`src/rtl/sysctl_pkg.sv`:
```
`timescale 1ns/1ps
package sysctl_pkg;

  // Byte offsets inside the 4 KB window; software depends on these values.
  localparam logic [11:0] OFF_ID      = 12'h000;
  localparam logic [11:0] OFF_LED     = 12'h008;
  localparam logic [11:0] OFF_LOCK    = 12'h020;
  localparam logic [11:0] OFF_CFG1    = 12'h028;
  localparam logic [11:0] OFF_CFG2    = 12'h02C;
  localparam logic [11:0] OFF_FSET    = 12'h030;
  localparam logic [11:0] OFF_FCLR    = 12'h034;
  localparam logic [11:0] OFF_NVSET   = 12'h038;
  localparam logic [11:0] OFF_NVCLR   = 12'h03C;
  localparam logic [11:0] OFF_RSTCTL  = 12'h040;
  localparam logic [11:0] OFF_PCI     = 12'h044;
  localparam logic [11:0] OFF_LCD     = 12'h050;
  localparam logic [11:0] OFF_CORE0   = 12'h084;
  localparam logic [11:0] OFF_CORE1   = 12'h088;

  localparam int          LOCK_W      = 16;
  localparam logic [15:0] LOCK_KEY    = 16'hA05F;
  localparam int          RST_REQ_BIT = 8;

  localparam logic [31:0] K_PCI   = 32'h0000_0001;
  localparam logic [31:0] K_LCD   = 32'h0000_1000;
  localparam logic [31:0] K_CORE0 = 32'h0200_0000;
  localparam logic [31:0] K_CORE1 = 32'hFF00_0000;

  typedef enum logic [3:0] {
    RS_ZERO, RS_ID, RS_LED, RS_LOCK, RS_CFG1, RS_CFG2, RS_FLAG,
    RS_NVFLAG, RS_RSTCTL, RS_PCI, RS_LCD, RS_CORE0, RS_CORE1
  } rdSrcE;

  typedef struct packed {
    logic  wrLed;
    logic  wrLock;
    logic  wrRstCtl;
    logic  wrCfg1;
    logic  wrCfg2;
    logic  flagSet;
    logic  flagClr;
    logic  nvSet;
    logic  nvClr;
    logic  rdEn;
    rdSrcE rdSrc;
  } strobeT;

endpackage

```
`src/rtl/sysctl_ctrl.sv`:
```
`timescale 1ns/1ps
module sysctl_ctrl
  import sysctl_pkg::*;
#(
  parameter int ADDR_W = 12
) (
  input  logic              clk,
  input  logic              rstN,
  input  logic              sel,
  input  logic              wrEn,
  input  logic [ADDR_W-1:0] addr,
  output strobeT            strobe
);

  logic [ADDR_W-1:0] wordAddr;
  logic              wrCyc;
  logic              rdCyc;

  assign wordAddr = {addr[ADDR_W-1:2], 2'b00};
  assign wrCyc    = sel & wrEn;
  assign rdCyc    = sel & ~wrEn;

  always_comb begin
    strobe       = '0;
    strobe.rdEn  = rdCyc;
    strobe.rdSrc = RS_ZERO;
    case (wordAddr)
      ADDR_W'(OFF_ID):     strobe.rdSrc = RS_ID;
      ADDR_W'(OFF_LED): begin
        strobe.rdSrc = RS_LED;
        strobe.wrLed = wrCyc;
      end
      ADDR_W'(OFF_LOCK): begin
        strobe.rdSrc  = RS_LOCK;
        strobe.wrLock = wrCyc;
      end
      ADDR_W'(OFF_CFG1): begin
        strobe.rdSrc  = RS_CFG1;
        strobe.wrCfg1 = wrCyc;
      end
      ADDR_W'(OFF_CFG2): begin
        strobe.rdSrc  = RS_CFG2;
        strobe.wrCfg2 = wrCyc;
      end
      ADDR_W'(OFF_FSET): begin
        strobe.rdSrc   = RS_FLAG;
        strobe.flagSet = wrCyc;
      end
      ADDR_W'(OFF_FCLR):   strobe.flagClr = wrCyc;
      ADDR_W'(OFF_NVSET): begin
        strobe.rdSrc = RS_NVFLAG;
        strobe.nvSet = wrCyc;
      end
      ADDR_W'(OFF_NVCLR):  strobe.nvClr = wrCyc;
      ADDR_W'(OFF_RSTCTL): begin
        strobe.rdSrc    = RS_RSTCTL;
        strobe.wrRstCtl = wrCyc;
      end
      ADDR_W'(OFF_PCI):    strobe.rdSrc = RS_PCI;
      ADDR_W'(OFF_LCD):    strobe.rdSrc = RS_LCD;
      ADDR_W'(OFF_CORE0):  strobe.rdSrc = RS_CORE0;
      ADDR_W'(OFF_CORE1):  strobe.rdSrc = RS_CORE1;
      default:             strobe.rdSrc = RS_ZERO;
    endcase
  end

  // At most one register may take a given bus write.
  AST_ONE_WRITE_TARGET: assert property (@(posedge clk) disable iff (!rstN)
    $onehot0({strobe.wrLed, strobe.wrLock, strobe.wrRstCtl, strobe.wrCfg1, strobe.wrCfg2,
              strobe.flagSet, strobe.flagClr, strobe.nvSet, strobe.nvClr}));

  // Nothing is written while the bus is idle.
  AST_IDLE_NO_WRITE: assert property (@(posedge clk) disable iff (!rstN)
    !sel |-> !(strobe.wrLed || strobe.wrLock || strobe.wrRstCtl || strobe.wrCfg1 ||
               strobe.wrCfg2 || strobe.flagSet || strobe.flagClr || strobe.nvSet ||
               strobe.nvClr || strobe.rdEn));

endmodule

```
`src/rtl/sysctl_flagbank.sv`:
```
`timescale 1ns/1ps
module sysctl_flagbank #(
  parameter int DATA_W = 32
) (
  input  logic              clk,
  input  logic              clrN,
  input  logic              setEn,
  input  logic              clrEn,
  input  logic [DATA_W-1:0] wdata,
  output logic [DATA_W-1:0] flags
);

  always_ff @(posedge clk or negedge clrN) begin
    if (!clrN)      flags <= '0;
    else if (setEn) flags <= flags | wdata;
    else if (clrEn) flags <= flags & ~wdata;
  end

  AST_SET_STICKS: assert property (@(posedge clk) disable iff (!clrN)
    setEn |=> ((flags & $past(wdata)) == $past(wdata)));

  AST_CLR_DROPS: assert property (@(posedge clk) disable iff (!clrN)
    clrEn |=> ((flags & $past(wdata)) == '0));

  AST_IDLE_HOLD: assert property (@(posedge clk) disable iff (!clrN)
    (!setEn && !clrEn) |=> $stable(flags));

endmodule

```
`src/rtl/sysctl_dp.sv`:
```
`timescale 1ns/1ps
module sysctl_dp
  import sysctl_pkg::*;
#(
  parameter int          DATA_W   = 32,
  parameter int          NUM_LEDS = 8,
  parameter logic [31:0] ID_VALUE = 32'h0000_0000
) (
  input  logic                clk,
  input  logic                rstN,
  input  logic                porN,
  input  strobeT              strobe,
  input  logic [DATA_W-1:0]   wdata,
  output logic [DATA_W-1:0]   rdata,
  output logic [NUM_LEDS-1:0] leds,
  output logic                boardResetReq
);

  logic [DATA_W-1:0] ledReg;
  logic [LOCK_W-1:0] lockReg;
  logic [LOCK_W-1:0] lockNext;
  logic [DATA_W-1:0] cfg1Reg;
  logic [DATA_W-1:0] cfg2Reg;
  logic [DATA_W-1:0] rstCtlReg;
  logic [DATA_W-1:0] flagVal;
  logic [DATA_W-1:0] nvFlagVal;
  logic [DATA_W-1:0] readMux;
  logic              unlocked;
  logic              rstWrOk;

  // Lock value before this cycle's write decides acceptance.
  assign unlocked = (lockReg == LOCK_KEY);
  assign rstWrOk  = strobe.wrRstCtl & unlocked;
  assign lockNext = (wdata == DATA_W'(LOCK_KEY)) ? LOCK_KEY
                                                 : {1'b0, wdata[LOCK_W-2:0]};

  always_ff @(posedge clk or negedge rstN) begin
    if (!rstN) begin
      ledReg        <= '0;
      lockReg       <= '0;
      cfg1Reg       <= '0;
      cfg2Reg       <= '0;
      rstCtlReg     <= '0;
      boardResetReq <= 1'b0;
    end else begin
      if (strobe.wrLed)  ledReg  <= wdata;
      if (strobe.wrLock) lockReg <= lockNext;
      if (strobe.wrCfg1) cfg1Reg <= wdata;
      if (strobe.wrCfg2) cfg2Reg <= wdata;
      if (rstWrOk)       rstCtlReg <= wdata;
      boardResetReq <= rstWrOk & wdata[RST_REQ_BIT];
    end
  end

  sysctl_flagbank #(.DATA_W(DATA_W)) u_volFlags (
    .clk   (clk),
    .clrN  (rstN),
    .setEn (strobe.flagSet),
    .clrEn (strobe.flagClr),
    .wdata (wdata),
    .flags (flagVal)
  );

  sysctl_flagbank #(.DATA_W(DATA_W)) u_nvFlags (
    .clk   (clk),
    .clrN  (porN),
    .setEn (strobe.nvSet),
    .clrEn (strobe.nvClr),
    .wdata (wdata),
    .flags (nvFlagVal)
  );

  always_comb begin
    case (strobe.rdSrc)
      RS_ID:     readMux = DATA_W'(ID_VALUE);
      RS_LED:    readMux = ledReg;
      RS_LOCK:   readMux = DATA_W'(lockReg);
      RS_CFG1:   readMux = cfg1Reg;
      RS_CFG2:   readMux = cfg2Reg;
      RS_FLAG:   readMux = flagVal;
      RS_NVFLAG: readMux = nvFlagVal;
      RS_RSTCTL: readMux = rstCtlReg;
      RS_PCI:    readMux = DATA_W'(K_PCI);
      RS_LCD:    readMux = DATA_W'(K_LCD);
      RS_CORE0:  readMux = DATA_W'(K_CORE0);
      RS_CORE1:  readMux = DATA_W'(K_CORE1);
      default:   readMux = '0;
    endcase
  end

  always_ff @(posedge clk or negedge rstN) begin
    if (!rstN)            rdata <= '0;
    else if (strobe.rdEn) rdata <= readMux;
  end

  generate
    for (genvar i = 0; i < NUM_LEDS; i++) begin : g_led
      assign leds[i] = ledReg[i];
    end
  endgenerate

  AST_LOCK_TOP_BIT: assert property (@(posedge clk) disable iff (!rstN)
    lockReg[LOCK_W-1] |-> (lockReg == LOCK_KEY));

  AST_LOCKED_RST_HOLD: assert property (@(posedge clk) disable iff (!rstN)
    (strobe.wrRstCtl && !unlocked) |=> $stable(rstCtlReg));

  AST_RST_PULSE_SINGLE: assert property (@(posedge clk) disable iff (!rstN)
    boardResetReq |=> !boardResetReq);

  AST_LOCKED_NO_PULSE: assert property (@(posedge clk) disable iff (!rstN)
    (strobe.wrRstCtl && !unlocked) |=> !boardResetReq);

  AST_RDATA_HOLD: assert property (@(posedge clk) disable iff (!rstN)
    !strobe.rdEn |=> $stable(rdata));

endmodule

```
`src/rtl/sysctl_regbank.sv`:
```
`timescale 1ns/1ps
module sysctl_regbank
  import sysctl_pkg::*;
#(
  parameter int          ADDR_W   = 12,
  parameter int          DATA_W   = 32,
  parameter int          NUM_LEDS = 8,
  parameter logic [31:0] ID_VALUE = 32'h1780_0500
) (
  input  logic                clk,
  input  logic                rstN,
  input  logic                porN,
  input  logic                sel,
  input  logic                wrEn,
  input  logic [ADDR_W-1:0]   addr,
  input  logic [DATA_W-1:0]   wdata,
  output logic [DATA_W-1:0]   rdata,
  output logic [NUM_LEDS-1:0] leds,
  output logic                boardResetReq
);

  strobeT strobe;

  sysctl_ctrl #(.ADDR_W(ADDR_W)) u_ctrl (
    .clk    (clk),
    .rstN   (rstN),
    .sel    (sel),
    .wrEn   (wrEn),
    .addr   (addr),
    .strobe (strobe)
  );

  sysctl_dp #(
    .DATA_W   (DATA_W),
    .NUM_LEDS (NUM_LEDS),
    .ID_VALUE (ID_VALUE)
  ) u_dp (
    .clk           (clk),
    .rstN          (rstN),
    .porN          (porN),
    .strobe        (strobe),
    .wdata         (wdata),
    .rdata         (rdata),
    .leds          (leds),
    .boardResetReq (boardResetReq)
  );

endmodule

```
`config.mk`:
```
export PLATFORM = sky130hd
export DESIGN_NAME = sysctl_regbank
export DESIGN_NICKNAME = d
export VERILOG_FILES = /design/src/rtl/sysctl_pkg.sv /design/src/rtl/sysctl_ctrl.sv /design/src/rtl/sysctl_flagbank.sv /design/src/rtl/sysctl_dp.sv /design/src/rtl/sysctl_regbank.sv
export SDC_FILE = /design/constraint.sdc
export NUM_CORES = 1
export LEC_CHECK = 0
export BUFFER_PORTS_ARGS = -buffer_cell sky130_fd_sc_hd__buf_2
export CORE_ASPECT_RATIO = 0.5
export CORE_MARGIN = 5
export CORE_UTILIZATION = 40
export DETAILED_ROUTE_END_ITERATION = 6
export PLACE_DENSITY_LB_ADDON = 0.3
export SLEW_MARGIN = 30
export SYNTH_ARGS = -nofsm -noshare
export SYNTH_HDL_FRONTEND = slang
export SYNTH_SLANG_ARGS = --single-unit
```
`constraint.sdc`:
```
create_clock -name clk -period 2.07 [get_ports clk]
set_clock_uncertainty 0.2 [all_clocks]
set_input_delay 0.1035 -clock clk [delete_from_list [all_inputs] [get_ports clk]]
set_output_delay 0.1035 -clock clk [all_outputs]
set_load 0.02 [all_outputs]
```
==> impl_metrics.py <==
metrics = {
    "power_and_ir_drop": {
        "power.internal_w": 0.00769,
        "pwr-share-comb_pct": 8.5,
        "switching_share_pct": 24.0,
        "power_leakage_nw": 6.77,
        "seq_power_share_pct": 47.9,
        "clock_power_share_pct": 43.6,
        "powerDensity_nw_per_um2": 718,
        "p_total_w": 0.0101,
        "ir_drop_v": 0.000445,
        "switchingPower_w": 0.00243,
    },
    "global_routing": {
        "busiest_layer": "met2",
        "use_met3_pct": 3.11,
        "met1_usage_pct": 30.9,
        "grt_usage_pct": 21.6,
        "grt_pass1_vias": 8964,
        "use_met2_pct": 35.0,
        "grt-ovfl-total": 0,
        "grt_max_degree": 47,
        "grt_pass1_wl_um": 54600,
        "antenna_found_initial": 1,
    },
    "setup_path": {
        "cp_data_required_time_ps": 2270,
        "path_class": "reg -> reg",
        "reg2reg_depth": 5,
        "start_kind": "flip-flop",
        "endpoint_kind": "flip-flop",
        "r2r_start": "u_dp.lockReg[11]",
        "r2r_setup_slack_ps": -5,
        "worstPathMaxFanout": 22,
        "critPathArrivalTime_ps": 2280,
        "r2r_end": "u_dp.rstCtlReg[22]",
    },
    "timing": {
        "finalWorstSetupSlack_ps": -4.95,
        "slew_viol_final": 0,
        "rsz0062_at_grt": "true",
        "fin_setup_tns_ps": -32.0,
        "slew_headroom_pct": 48.5,
        "period_share_pct": 100,
        "hold_violations": 0,
        "timing.final.crit_period_ps": 2070,
        "tightest_slew_ps": 771,
        "max_freq_mhz": 482,
        "finalSetupViolCount": 10,
    },
    "final_layout": {
        "drive_above_1_share_pct": 37.2,
        "final_nets": 1141,
        "antenna_cells": 0,
        "mostFrequentLayoutCell": "dfrtp_1",
        "syn_to_final_growth_pct": 23.3,
        "final_cell_mix": "dfrtp_1, mux2_2, buf_4",
    },
    "route": {
        "first_pass_iters": 5,
        "routed_wl_um": 34800,
        "ant_nets": 0,
        "detail_route.wl_per_cell_um": 23.4,
        "via_count": 8612,
        "dr.first_iter.drc_count": 781,
        "drc_errors": 0,
        "viasPerCell": 5.78,
    },
    "synth": {
        "synth.distinct_cells": 65,
        "synth_top_flop_cell": "dfrtp_1",
        "synth_area_leaders": "dfrtp_1, mux2_2, a22o_1, mux2_4, nand2_1",
        "netlist.top_cell.by_area": "dfrtp_1",
        "yosysTopAreaCellShare_pct": 52.8,
        "synth-seq-area-share_pct": 52.8,
        "synth_area_um2": 11400,
        "yosys_register_bits": 241,
        "netlist_instances": 927,
        "syn_nets": 976,
        "yosysWarningCount": 0,
        "synth_edf_count": 0,
        "async_flop_share_pct": 100,
        "syn_area_per_cell_um2": 12.3,
    },
    "clock_network": {
        "clk_path_buf_depth": 3,
        "cts_tree": "built",
        "cts_root_buffer": "clkbuf_16",
        "clock_latency_ps": 520,
        "clkSinkCount": 241,
        "htreeDepth": 1,
        "numCtsBuffers": 24,
        "cts.clk_slew.worst_paths_ps": 70,
    },
    "floorplan": {
        "dieHeight_um": 130,
        "initial_core_util_pct": 40.9,
        "coreArea_um2": 27900,
        "rows": 43,
        "die_width_um": 249,
        "dieArea_um2": 32300,
        "ios": 90,
    },
    "place": {
        "dpl.hpwl_um": 23400,
        "port_buffers": 87,
        "gp_congestion": 0.853,
    },
    "job": {
        "cap_violations": 0,
    },
    "status": {
        "status": "finished with violations",
        "violations": "negative setup slack",
    },
    "min_path": {
        "holdPathStages": 4,
        "hold_class": "in -> reg",
        "min-delay-start": "addr[9]",
        "hold_end": "u_dp.rdata[24]",
    },
}
-- layout make-up --
type | count | area, µm²
clock buffer | 35 | 693
clock inverter | 8 | 95.1
fill | 2437 | 13800
inverter | 2 | 7.51
multi-input combinational | 586 | 4930
sequential | 241 | 6030
tap | 382 | 478
timing repair buffer | 237 | 1860
-- critical path, stage by stage (launching register included) --
cell and delay (ps):
dfrtp_1 380, or4b_4 550, nor3_4 190, nand3_4 110, buf_12 200, mux2_1 320
-- synth_stat cells, types with 3 or more instances --
| cell | n |
|---|---|
| nor3_4 | 5 |
| o21ai_0 | 5 |
| mux2_4 | 28 |
| mux2_2 | 121 |
| nand4_1 | 6 |
| mux2i_1 | 8 |
| nor2b_1 | 5 |
| nor4_1 | 5 |
| nand3_1 | 5 |
| nor3_1 | 14 |
| nor4b_1 | 6 |
| buf_6 | 9 |
| a2111oi_0 | 3 |
| clkbuf_1 | 40 |
| and3_1 | 7 |
| nand4b_1 | 3 |
| o21a_1 | 3 |
| dfrtp_1 | 241 |
| nand2_1 | 81 |
| nor2_1 | 50 |
| a22o_1 | 70 |
| a22oi_1 | 9 |
| mux2_1 | 24 |
| a222oi_1 | 18 |
| a211oi_1 | 8 |
| nand2b_1 | 7 |
| buf_2 | 33 |
| buf_4 | 15 |
| a221oi_1 | 23 |
| a221o_1 | 3 |
| a21oi_1 | 28 |
-- how the worst max path moves through the flow --
| stage | start | endpoint | slack, ps |
|---|---|---|---|
| after global placement | addr[6] | u_dp.rdata[8] | -210 |
| after detailed placement | addr[5] | u_dp.rdata[26] | -200 |
| after CTS | u_dp.lockReg[11] | u_dp.rstCtlReg[14] | 2 |
| final | u_dp.lockReg[11] | u_dp.rstCtlReg[22] | -5 |
| after floorplan | addr[10] | u_dp.ledReg[10] | 2 |
| after global routing | u_dp.lockReg[11] | u_dp.rstCtlReg[15] | -80 |
-- stage by stage --
step,std cells,area (µm²),worst slack (ps),hold slack [ps],utilization [%]
2_1_floorplan,927,11400,2.30,-392,-
3_3_place_gp,1409,12900,-207,-116,46.2
3_5_place_dp,1409,12900,-205,-114,46.2
4_1_cts,1491,14100,2.19,26.6,50.4
5_1_grt,1491,14100,-80.9,46.1,50.5
6_report,1491,14100,-4.95,42.2,50.5
-- per-layer routing --
layer | vias to the layer above | part of all wire, %
met1 | 4441 | 44
li1 | 3777 | -
met5 | - | 0.020
met3 | 55 | 7.6
met2 | 337 | 46
met4 | 2 | 2.5
-- logic make-up (layout without fill, tap and decap cells) --
family / after synthesis / after routing / synth area share, %
AO/OA/AOI/OAI: 189 / 189 / 13.4
buffers and inverters: 100 / 282 / 4.73
XOR/XNOR: 2 / 2 / 0.153
AND/OR/NAND/NOR: 214 / 214 / 10.3
multiplexers: 181 / 181 / 18.7
flip-flops: 241 / 241 / 52.8
-- power by group through the flow --
stage	Sequential [W]	Clock (W)	Combinational [W]
finish	0.00485	0.00441	0.000858
global route	0.00486	0.00468	0.000930
CTS	0.00485	0.00449	0.000864
detailed placement	0.00494	0	0.000805
global placement	0.00493	0	0.000795
floorplan	0.00501	0	0.000306
-- what timing repair did --
item	in CTS	in global routing
endpoints found under the hold margin	453	0
setup endpoints to repair	5	32
setup buffers	0	0
resized for setup	5	2
hold buffers	39	0
No activity file was read; power rests on OpenSTA's default activity.
